## config.mk

```make
export PLATFORM = sky130hd
export DESIGN_NAME = bist_err_mon
export DESIGN_NICKNAME = d
export VERILOG_FILES = /design/src/rtl/bist_pkg.sv /design/src/rtl/bist_ctl.sv /design/src/rtl/bist_frame_chk.sv /design/src/rtl/bist_err_cnt.sv /design/src/rtl/bist_pass_out.sv /design/src/rtl/bist_err_mon.sv
export SDC_FILE = /design/constraint.sdc
export NUM_CORES = 1
export LEC_CHECK = 0
export BUFFER_PORTS_ARGS = -buffer_cell sky130_fd_sc_hd__buf_2
export CELL_PAD_IN_SITES_DETAIL_PLACEMENT = 0
export CELL_PAD_IN_SITES_GLOBAL_PLACEMENT = 1
export CORE_ASPECT_RATIO = 1.2
export CORE_MARGIN = 2
export CORE_UTILIZATION = 28
export CTS_BUF_LIST = sky130_fd_sc_hd__clkbuf_8
export DETAILED_ROUTE_END_ITERATION = 8
export GPL_TIMING_DRIVEN = 1
export PLACE_DENSITY = 0.67
export SETUP_SLACK_MARGIN = 0.02
export SKIP_CTS_REPAIR_TIMING = 1
export SLEW_MARGIN = 20
export SYNTH_ARGS = -nofsm -noshare
export SYNTH_HDL_FRONTEND = slang
export SYNTH_SLANG_ARGS = --single-unit
```

## constraint.sdc

```tcl
create_clock -name clk -period 4.2 [get_ports clk]
set_input_delay 0.21 -clock clk [delete_from_list [all_inputs] [get_ports clk]]
set_output_delay 0.21 -clock clk [all_outputs]
set_load 0.03 [all_outputs]
```

## src/rtl/bist_pkg.sv

```systemverilog
package bist_pkg;
   localparam int unsigned PRBS_LEN = 7;
   typedef enum logic {
      CHK_HUNT  = 1'b0,
      CHK_TRACK = 1'b1
   } chk_state_e;
endpackage

```

## src/rtl/bist_ctl.sv

```systemverilog
module bist_ctl (
   input  logic clk,
   input  logic rst_n,
   input  logic en_pin,
   input  logic en_reg,
   input  logic sel_pin,
   input  logic sel_reg,
   output logic run_o,
   output logic start_o,
   output logic osc_o,
   output logic step_o,
   output logic eq_rst_o
);
   logic en_any;
   logic run_q, start_q, osc_q, step_q, eqr_q;

   assign en_any = en_pin | en_reg;

   always_ff @(posedge clk or negedge rst_n) begin
      if (!rst_n) begin
         run_q   <= 1'b0;
         start_q <= 1'b0;
         osc_q   <= 1'b0;
         step_q  <= 1'b0;
         eqr_q   <= 1'b0;
      end else begin
         run_q   <= en_any;
         start_q <= en_any & ~run_q;
         osc_q   <= en_any & (sel_pin | sel_reg);
         step_q  <= run_q & ~en_any;
         eqr_q   <= step_q;
      end
   end

   assign run_o    = run_q;
   assign start_o  = start_q;
   assign osc_o    = osc_q;
   assign step_o   = step_q;
   assign eq_rst_o = eqr_q;
endmodule

```

## src/rtl/bist_frame_chk.sv

```systemverilog
module bist_frame_chk #(
   parameter int unsigned DATA_W = 8
) (
   input  logic              clk,
   input  logic              rst_n,
   input  logic              run,
   input  logic              lock,
   input  logic              vld,
   input  logic              last,
   input  logic [DATA_W-1:0] data,
   output logic              bad_o,
   output logic              bad_tgl_o
);
   import bist_pkg::*;

   localparam int unsigned SL = PRBS_LEN;

   function automatic logic [DATA_W-1:0] prbs_word(input logic [SL-1:0] seed);
      logic [SL-1:0]     st;
      logic [DATA_W-1:0] w;
      logic              nb;
      st = seed;
      w  = '0;
      for (int i = DATA_W - 1; i >= 0; i--) begin
         nb   = st[SL-1] ^ st[SL-2];
         st   = {st[SL-2:0], nb};
         w[i] = nb;
      end
      return w;
   endfunction

   chk_state_e        st_q;
   logic [SL-1:0]     lfsr_q;
   logic              acc_q;
   logic              first_q;
   logic              bad_q;
   logic              tgl_q;
   logic [DATA_W-1:0] exp_w;
   logic              mis;
   logic              active;
   logic              hunt_mis;
   logic              frame_err;

   assign active   = run & lock;
   assign exp_w    = prbs_word(lfsr_q);
   assign mis      = (data != exp_w);
   assign hunt_mis = mis & ~first_q;

   always_comb begin
      if (st_q == CHK_TRACK) frame_err = acc_q | mis;
      else                   frame_err = acc_q | hunt_mis;
   end

   always_ff @(posedge clk or negedge rst_n) begin
      if (!rst_n) begin
         st_q    <= CHK_HUNT;
         lfsr_q  <= '0;
         acc_q   <= 1'b0;
         first_q <= 1'b1;
         bad_q   <= 1'b0;
         tgl_q   <= 1'b0;
      end else begin
         bad_q <= 1'b0;
         if (!active) begin
            st_q    <= CHK_HUNT;
            acc_q   <= 1'b0;
            first_q <= 1'b1;
         end else if (vld) begin
            first_q <= 1'b0;
            if (st_q == CHK_TRACK) begin
               lfsr_q <= exp_w[SL-1:0];
               if (last) begin
                  acc_q <= 1'b0;
                  bad_q <= frame_err;
                  tgl_q <= tgl_q ^ frame_err;
               end else begin
                  acc_q <= frame_err;
               end
            end else begin
               lfsr_q <= data[SL-1:0];
               if (last) begin
                  acc_q <= 1'b0;
                  if (!frame_err) st_q <= CHK_TRACK;
               end else begin
                  acc_q <= frame_err;
               end
            end
         end
      end
   end

   assign bad_o     = bad_q;
   assign bad_tgl_o = tgl_q;
endmodule

```

## src/rtl/bist_err_cnt.sv

```systemverilog
module bist_err_cnt #(
   parameter int unsigned CNT_W    = 8,
   parameter bit          SATURATE = 1'b1
) (
   input  logic             clk,
   input  logic             rst_n,
   input  logic             clr,
   input  logic             inc,
   output logic [CNT_W-1:0] cnt_o
);
   localparam logic [CNT_W-1:0] CNT_MAX = {CNT_W{1'b1}};

   logic [CNT_W-1:0] cnt_q;
   logic [CNT_W-1:0] cnt_nx;

   generate
      if (SATURATE) begin : g_sat
         always_comb cnt_nx = (cnt_q == CNT_MAX) ? cnt_q : cnt_q + 1'b1;
      end else begin : g_wrap
         always_comb cnt_nx = cnt_q + 1'b1;
      end
   endgenerate

   always_ff @(posedge clk or negedge rst_n) begin
      if (!rst_n)   cnt_q <= '0;
      else if (clr) cnt_q <= '0;
      else if (inc) cnt_q <= cnt_nx;
   end

   assign cnt_o = cnt_q;
endmodule

```

## src/rtl/bist_pass_out.sv

```systemverilog
module bist_pass_out (
   input  logic clk,
   input  logic rst_n,
   input  logic run,
   input  logic start,
   input  logic bad,
   input  logic bad_tgl,
   output logic pass_o
);
   logic fail_q;
   logic dly_q;
   logic neg_q;

   always_ff @(posedge clk or negedge rst_n) begin
      if (!rst_n) begin
         fail_q <= 1'b0;
         dly_q  <= 1'b0;
      end else begin
         dly_q <= bad_tgl;
         if (start)    fail_q <= 1'b0;
         else if (bad) fail_q <= 1'b1;
      end
   end

   always_ff @(negedge clk or negedge rst_n) begin
      if (!rst_n) neg_q <= 1'b0;
      else        neg_q <= bad_tgl;
   end

   assign pass_o = (run | ~fail_q) & ~(neg_q ^ dly_q);
endmodule

```

## src/rtl/bist_err_mon.sv

```systemverilog
module bist_err_mon #(
   parameter int unsigned DATA_W   = 8,
   parameter int unsigned CNT_W    = 8,
   parameter bit          SATURATE = 1'b1
) (
   input  logic              clk,
   input  logic              rst_n,
   input  logic              en_pin,
   input  logic              en_reg,
   input  logic              osc_sel_pin,
   input  logic              osc_sel_reg,
   input  logic              lock,
   input  logic              rx_vld,
   input  logic              rx_last,
   input  logic [DATA_W-1:0] rx_data,
   output logic              req_bist_o,
   output logic              req_osc_o,
   output logic              lock_o,
   output logic              pass_o,
   output logic [CNT_W-1:0]  err_cnt_o,
   output logic              aeq_step_o,
   output logic              aeq_rst_o
);
   import bist_pkg::*;

   generate
      if (DATA_W < PRBS_LEN) begin : g_bad_dw
         $error("bist_err_mon: DATA_W must be at least the PRBS order");
      end
      if (CNT_W < 1) begin : g_bad_cw
         $error("bist_err_mon: CNT_W must be at least 1");
      end
   endgenerate

   logic run, start, bad, bad_tgl, lock_q;

   bist_ctl u_ctl (
      .clk      (clk),
      .rst_n    (rst_n),
      .en_pin   (en_pin),
      .en_reg   (en_reg),
      .sel_pin  (osc_sel_pin),
      .sel_reg  (osc_sel_reg),
      .run_o    (run),
      .start_o  (start),
      .osc_o    (req_osc_o),
      .step_o   (aeq_step_o),
      .eq_rst_o (aeq_rst_o)
   );

   bist_frame_chk #(.DATA_W(DATA_W)) u_chk (
      .clk       (clk),
      .rst_n     (rst_n),
      .run       (run),
      .lock      (lock),
      .vld       (rx_vld),
      .last      (rx_last),
      .data      (rx_data),
      .bad_o     (bad),
      .bad_tgl_o (bad_tgl)
   );

   bist_err_cnt #(.CNT_W(CNT_W), .SATURATE(SATURATE)) u_cnt (
      .clk   (clk),
      .rst_n (rst_n),
      .clr   (start | ~lock),
      .inc   (bad),
      .cnt_o (err_cnt_o)
   );

   bist_pass_out u_pass (
      .clk     (clk),
      .rst_n   (rst_n),
      .run     (run),
      .start   (start),
      .bad     (bad),
      .bad_tgl (bad_tgl),
      .pass_o  (pass_o)
   );

   always_ff @(posedge clk or negedge rst_n) begin
      if (!rst_n) lock_q <= 1'b0;
      else        lock_q <= lock;
   end

   assign req_bist_o = run;
   assign lock_o     = lock_q;
endmodule

```

==> results of run 1 <==
-- flip-flops by register name, summed over array words and instances (netlist names) --
name,count
u_cnt.cnt_o,8
u_chk.lfsr_q,7
lock_o,1
u_chk.acc_q,1
u_chk.bad_o,1
u_chk.bad_tgl_o,1
u_chk.first_q,1
u_chk.st_q,1
u_ctl.eq_rst_o,1
u_ctl.osc_o,1
u_ctl.run_o,1
u_ctl.start_o,1
u_ctl.step_o,1
u_pass.dly_q,1
u_pass.fail_q,1
u_pass.neg_q,1
-- how the worst max path moves through the flow --
stage / startpoint / slack [ps] / end
floorplan: u_pass.neg_q / 950 / pass_o
global placement: u_pass.neg_q / 1090 / pass_o
detailed placement: u_pass.neg_q / 1110 / pass_o
CTS: u_pass.neg_q / 810 / pass_o
global route: u_pass.neg_q / 780 / pass_o
finish: u_pass.neg_q / 820 / pass_o
-- power breakdown --
group          switching [mW]  internal [mW]  total, mW  leakage (nW)
clock                  0.0990          0.128      0.227        0.0538
combinational          0.0777         0.0667      0.144         0.399
sequential             0.0328          0.308      0.341         0.375
-- metal layers --
| layer | vias to the layer above | part of all wire |
|---|---|---|
| met1 | 502 | 0.45 |
| met5 | - | 0 |
| met2 | 28 | 0.48 |
| li1 | 551 | - |
| met3 | 6 | 0.052 |
| met4 | 0 | 0.018 |
-- layout by cell type, fill, tap and decap left out, drive strengths merged --
cell,count
nor3,4
nor2,16
o21ai,15
nand3,4
nand2b,1
inv,8
mux2i,2
clkbuf,6
ha,1
and3,6
a21oi,4
nand2,18
dfstp,1
o31a,1
dfrtn,1
o221ai,1
buf,30
dfrtp,27
or3,1
a211oi,3
nand4,2
xor2,10
o211ai,3
xnor2,11
xor3,1
o2111a,1
-- per-stage QoR --
| step | util | power (mW) | hold slack, ps |
|---|---|---|---|
| 5_1_grt | 0.349 | 0.759 | 15.6 |
| 6_report | 0.349 | 0.713 | -36.8 |
| 3_5_place_dp | 0.331 | 0.493 | 285 |
| 4_1_cts | 0.349 | 0.729 | -26.5 |
| 2_1_floorplan | - | 0.451 | -85.6 |
| 3_3_place_gp | 0.331 | 0.492 | 281 |
-- worst max-delay path, stage by stage, from the launching register on --
cell,delay (ps)
dfrtn_1,330
xor2_1,130
a21oi_1,110
buf_2,210
-- cell type report --
cell class                 instances  area (µm²)
clock inverter                     2        7.51
inverter                           6        22.5
clock buffer                       6        82.6
tap                               60        75.1
fill                             534        3190
timing repair buffer              30         150
multi-input combinational        105         647
sequential                        29         727
-- cell families after synthesis --
group                    count (synthesis)  synth area share
AO/OA/AOI/OAI                           28             0.119
multiplexers                             2            0.0141
AND/OR/NAND/NOR                         52             0.163
adder cells (fa/ha/maj)                  1           0.00883
flip-flops                              29             0.513
XOR/XNOR                                22             0.152
buffers and inverters                   11            0.0300
==> summary.md, run 1 <==
| Metric | Value |
|---|---|
| Outcome | `complete, but fails checks` |
| Violated checks | `hold timing` |
| CP Data Required Time | `3990 ps` |
| Routed vias/inst | `4.57` |
| Setup Viol. Count Final | `0` |
| Synth top cells by count | `27 x dfrtp_1, 18 x nand2_1, 16 x nor2_1` |
| Worst Reg2Reg Path Length in Cells | `0` |
| Async set-reset flop share out of synthesis | `1.00` |
| Via count | `~1.1k` |
| Clk_lat worst skew | `between 200 and 300 ps` |
| Final instance area | `between 0.0015 and 0.002 mm²` |
| Final TNS setup | `0 ps` |
| Mean Syn Cell Area | `9.77 µm²` |
| Count leader, synth | `dfrtp_1` |
| Die X | `between 60 and 70 µm` |
| Fin. Hold Viols | `27` |
| Vias in the first global route | `approximately 1.0k` |
| Die area | `between 0.005 and 0.006 mm²` |
| Met2 usage | `0.190` |
| Layout cell share with drive strength beyond 1 | `0.213` |
| Biggest area consumer among synthesized cells | `dfrtp_1` |
| GR Layer Usage met1 | `0.145` |
| Leakage power | `0.828 nW` |
| DR pass1 iterations | `4` |
| Starting density of the core | `0.289` |
| Clock sinks | `29` |
| Post-synthesis sequential area ratio | `0.513` |
| Die Span Y | `81.9 µm` |
| Synth unique cells | `28` |
| H-tree depth | `2` |
| Slew HR | `0.566` |
| Antenna-violating nets left | `0` |
| Worst EP arrival | `approximately 3200 ps` |
| Post-DP Area | `approximately 0.0016 mm²` |
| Power per cell area | `approximately 420 mW/mm²` |
| RSZ-0062 raised after global routing | `false` |
| Pin count of the biggest net entering global routing | `30` |
| Max_cap viols | `0` |
| Port bufs | `30` |
| Final global-route overflow total | `0` |
| CP Launch Type | `register` |
| Worst-Margin Slew | `approximately 650 ps` |
| DP Wirelength | `~2100 µm` |
| Core box area | `between 0.004 and 0.005 mm²` |
| Dpl cells | `230` |
| Post-synth EDFFs | `0` |
| Cell count after synthesis | `between 100 and 150` |
| CP Capture Type | `output pin` |
| TritonCTS buffer count | `5` |
| Reg2reg start | `u_chk.bad_tgl_o` |
| Most used DFF post-synth | `dfrtp_1` |
| Final GP Congestion | `around 0.77` |
| Largest cells by area after synthesis | `dfrtp_1 48%, xnor2_1 6.2%, xor2_1 6.2%` |
| Post-Route WL | `about 2900 µm` |
| Met3 usage | `0.0370` |
| Worst-path clk slew | `around 60 ps` |
| Skew final | `between 7 and 8 ps` |
| Yosys warnings | `0` |
| Gr busiest metal | `met2` |
| Post-Syn Area | `0.00142 mm²` |
| Top cell type's share of synthesized area | `0.477` |
| CP Max Fanout | `1` |
| # IOs | `31` |
| Register bit total from synthesis | `29` |
| WL/cell | `12.1 µm` |
| DP Worst Slack | `between 1000 and 1500 ps` |
| CTS max path bufs | `2` |
| Initial drt markers | `73` |
| Worst setup margin | `slightly above 800 ps` |
| Overall routing resource usage | `0.119` |
| CTS tree | `done` |
| Hold Crit Class | `primary input to asynchronous set/reset pin` |
| Synthesized Nets | `approximately 160` |
| Antenna violations before repair | `0` |
| Layout area overhead | `20.8%` |
| Worst IR Drop VDD | `between 0.1 and 0.15 mV` |
| Finished Layout Cells | `~240` |
| Max Slew Vio Count | `0` |
| CP Class | `register to output pin` |
| CTS root buf | `clkbuf_8` |
| Rows | `28` |
| Final nets | `195` |
| R2R Setup Slk | `between 1500 and 2000 ps` |
| First-pass GRT wire length | `~4900 µm` |
| DRC Markers | `0` |
| Reg2reg end | `u_pass.neg_q` |
| Antenna diode count | `0` |
| Hold WS | `-36.8 ps` |
(Power assumes the default switching activity.)
==> run 2: changes to the inputs <==
--- a/config.mk
+++ b/config.mk
@@ -14,7 +14,7 @@
 export CTS_BUF_LIST = sky130_fd_sc_hd__clkbuf_8
 export DETAILED_ROUTE_END_ITERATION = 8
 export GPL_TIMING_DRIVEN = 1
-export PLACE_DENSITY = 0.67
+export PLACE_DENSITY = 0.69
 export SETUP_SLACK_MARGIN = 0.02
 export SKIP_CTS_REPAIR_TIMING = 1
 export SLEW_MARGIN = 20
==> constraint.sdc (replaced) <==
create_clock -name clk -period 3.1 [get_ports clk]
set_input_delay 0.155 -clock clk [delete_from_list [all_inputs] [get_ports clk]]
set_output_delay 0.155 -clock clk [all_outputs]
set_load 0.03 [all_outputs]
==> summary.md, run 2 (same netlist as run 1, synthesis figures left out) <==
| Metric | Value |
|---|---|
| Outcome | `finished, final reports clean` |
| DP Worst Slack | `601 ps` |
| Post-Route WL | `~2800 µm` |
| Worst EP arrival | `between 2000 and 3000 ps` |
| Overall routing resource usage | `0.118` |
| Die area | `approximately 0.0056 mm²` |
| CP Max Fanout | `1` |
| Final global-route overflow total | `0` |
| Vias in the first global route | `between 1k and 1.5k` |
| DRC Markers | `0` |
| Final Util | `0.359` |
| Rows | `28` |
| Final GP Congestion | `between 0.7 and 0.8` |
| Antenna diode count | `0` |
| Worst setup margin | `slightly below 300 ps` |
| Commonest non-fill, non-tap cell in the layout | `buf_2` |
| RSZ-0062 raised after global routing | `false` |
| # IOs | `31` |
| Leakage power | `~0.84 nW` |
| Final nets | `a little under 200` |
| DR pass1 iterations | `4` |
| Initial drt markers | `79` |
| CP Class | `register to output pin` |
| Max_cap viols | `0` |
| Layout area overhead | `24.2%` |
| Most frequent cells in the layout | `30 x buf_2, 27 x dfrtp_1, 18 x nand2_1` |
| Hold Crit Class | `primary input to register` |
| Worst-Margin Slew | `about 500 ps` |
| Hold WS | `around 60 ps` |
| Clk_lat worst skew | `around 290 ps` |
| Pin count of the biggest net entering global routing | `29` |
| Largest register FFs | `8` |
| Via count | `about 1.1k` |
| Final TNS setup | `0 ps` |
| Die Span Y | `81.9 µm` |
| TritonCTS buffer count | `5` |
| Max Slew Vio Count | `0` |
| Power per cell area | `just over 600 mW/mm²` |
| Slew HR | `0.667` |
| Fin. Hold Viols | `0` |
| Starting density of the core | `0.289` |
| First-pass GRT wire length | `a little under 5000 µm` |
| CTS tree | `done` |
| Routed vias/inst | `around 4.6` |
| CP Launch Type | `register` |
| Port bufs | `30` |
| CTS max path bufs | `2` |
| Skew final | `around 8.2 ps` |
| Antenna violations before repair | `0` |
| CP Capture Type | `output pin` |
| Clock sinks | `29` |
| Die X | `68.9 µm` |
| Setup Viol. Count Final | `0` |
| Core box area | `~0.0049 mm²` |
| Worst IR Drop VDD | `between 0.15 and 0.2 mV` |
| CTS root buf | `clkbuf_8` |
| Worst-path clk slew | `roughly 70 ps` |
| CP Data Required Time | `2940 ps` |
| WL/cell | `11.6 µm` |
| Layout cell share with drive strength beyond 1 | `0.228` |
| Antenna-violating nets left | `0` |
| DP Wirelength | `between 2000 and 2500 µm` |
| H-tree depth | `2` |
==> run 2: through the flow <==
stage,total power [mW],cell area (µm²),instances
after global routing,1.13,1760,240
after detailed placement,0.670,1630,231
after floorplan,0.611,1420,145
after CTS,1.09,1750,239
final,1.07,1760,240
after global placement,0.666,1630,231
==> run 2: area by class of cell <==
class	instances	area, µm²
fill	517	3150
clock buffer	6	82.6
multi-input combinational	105	647
sequential	29	727
inverter	6	22.5
timing repair buffer	32	168
tap	60	75.1
clock inverter	2	37.5
==> run 2: report_power, final <==
group / internal [mW] / switching [mW]
clock network: 0.261 / 0.149
registers: 0.418 / 0.0438
logic: 0.0920 / 0.106
total: 0.771 / 0.299
==> run 2: routing by layer <==
metal / wire [µm] / global-route usage / share of wire / vias to the layer above
met1: 1290 / 0.140 / 0.47 / 516
met5: 0 / 0 / 0 / -
met3: 156 / 0.0452 / 0.056 / 7
li1: - / - / - / 559
met2: 1270 / 0.188 / 0.46 / 26
met4: 59 / 0.0529 / 0.021 / 0
==> run 2: worst paths after layout <==
path | slack (ps) | end | cells past startpoint | startpoint
worst min-delay path | 60 | lock_o | 1 | lock
worst max-delay path | 290 | pass_o | 3 | u_pass.neg_q
worst min register to register | 370 | u_ctl.eq_rst_o | 0 | u_ctl.step_o
max in group asynchronous | 1370 | u_pass.neg_q | 2 | rst_n
min in group asynchronous | 430 | u_chk.bad_tgl_o | 3 | rst_n
worst max register to register | 990 | u_pass.neg_q | 0 | u_chk.bad_tgl_o
==> run 2: worst max-delay path, cell delays in order (launching register included) <==
cell	delay [ps]
dfrtn_1	340
xor2_1	140
a21oi_1	120
buf_2	220
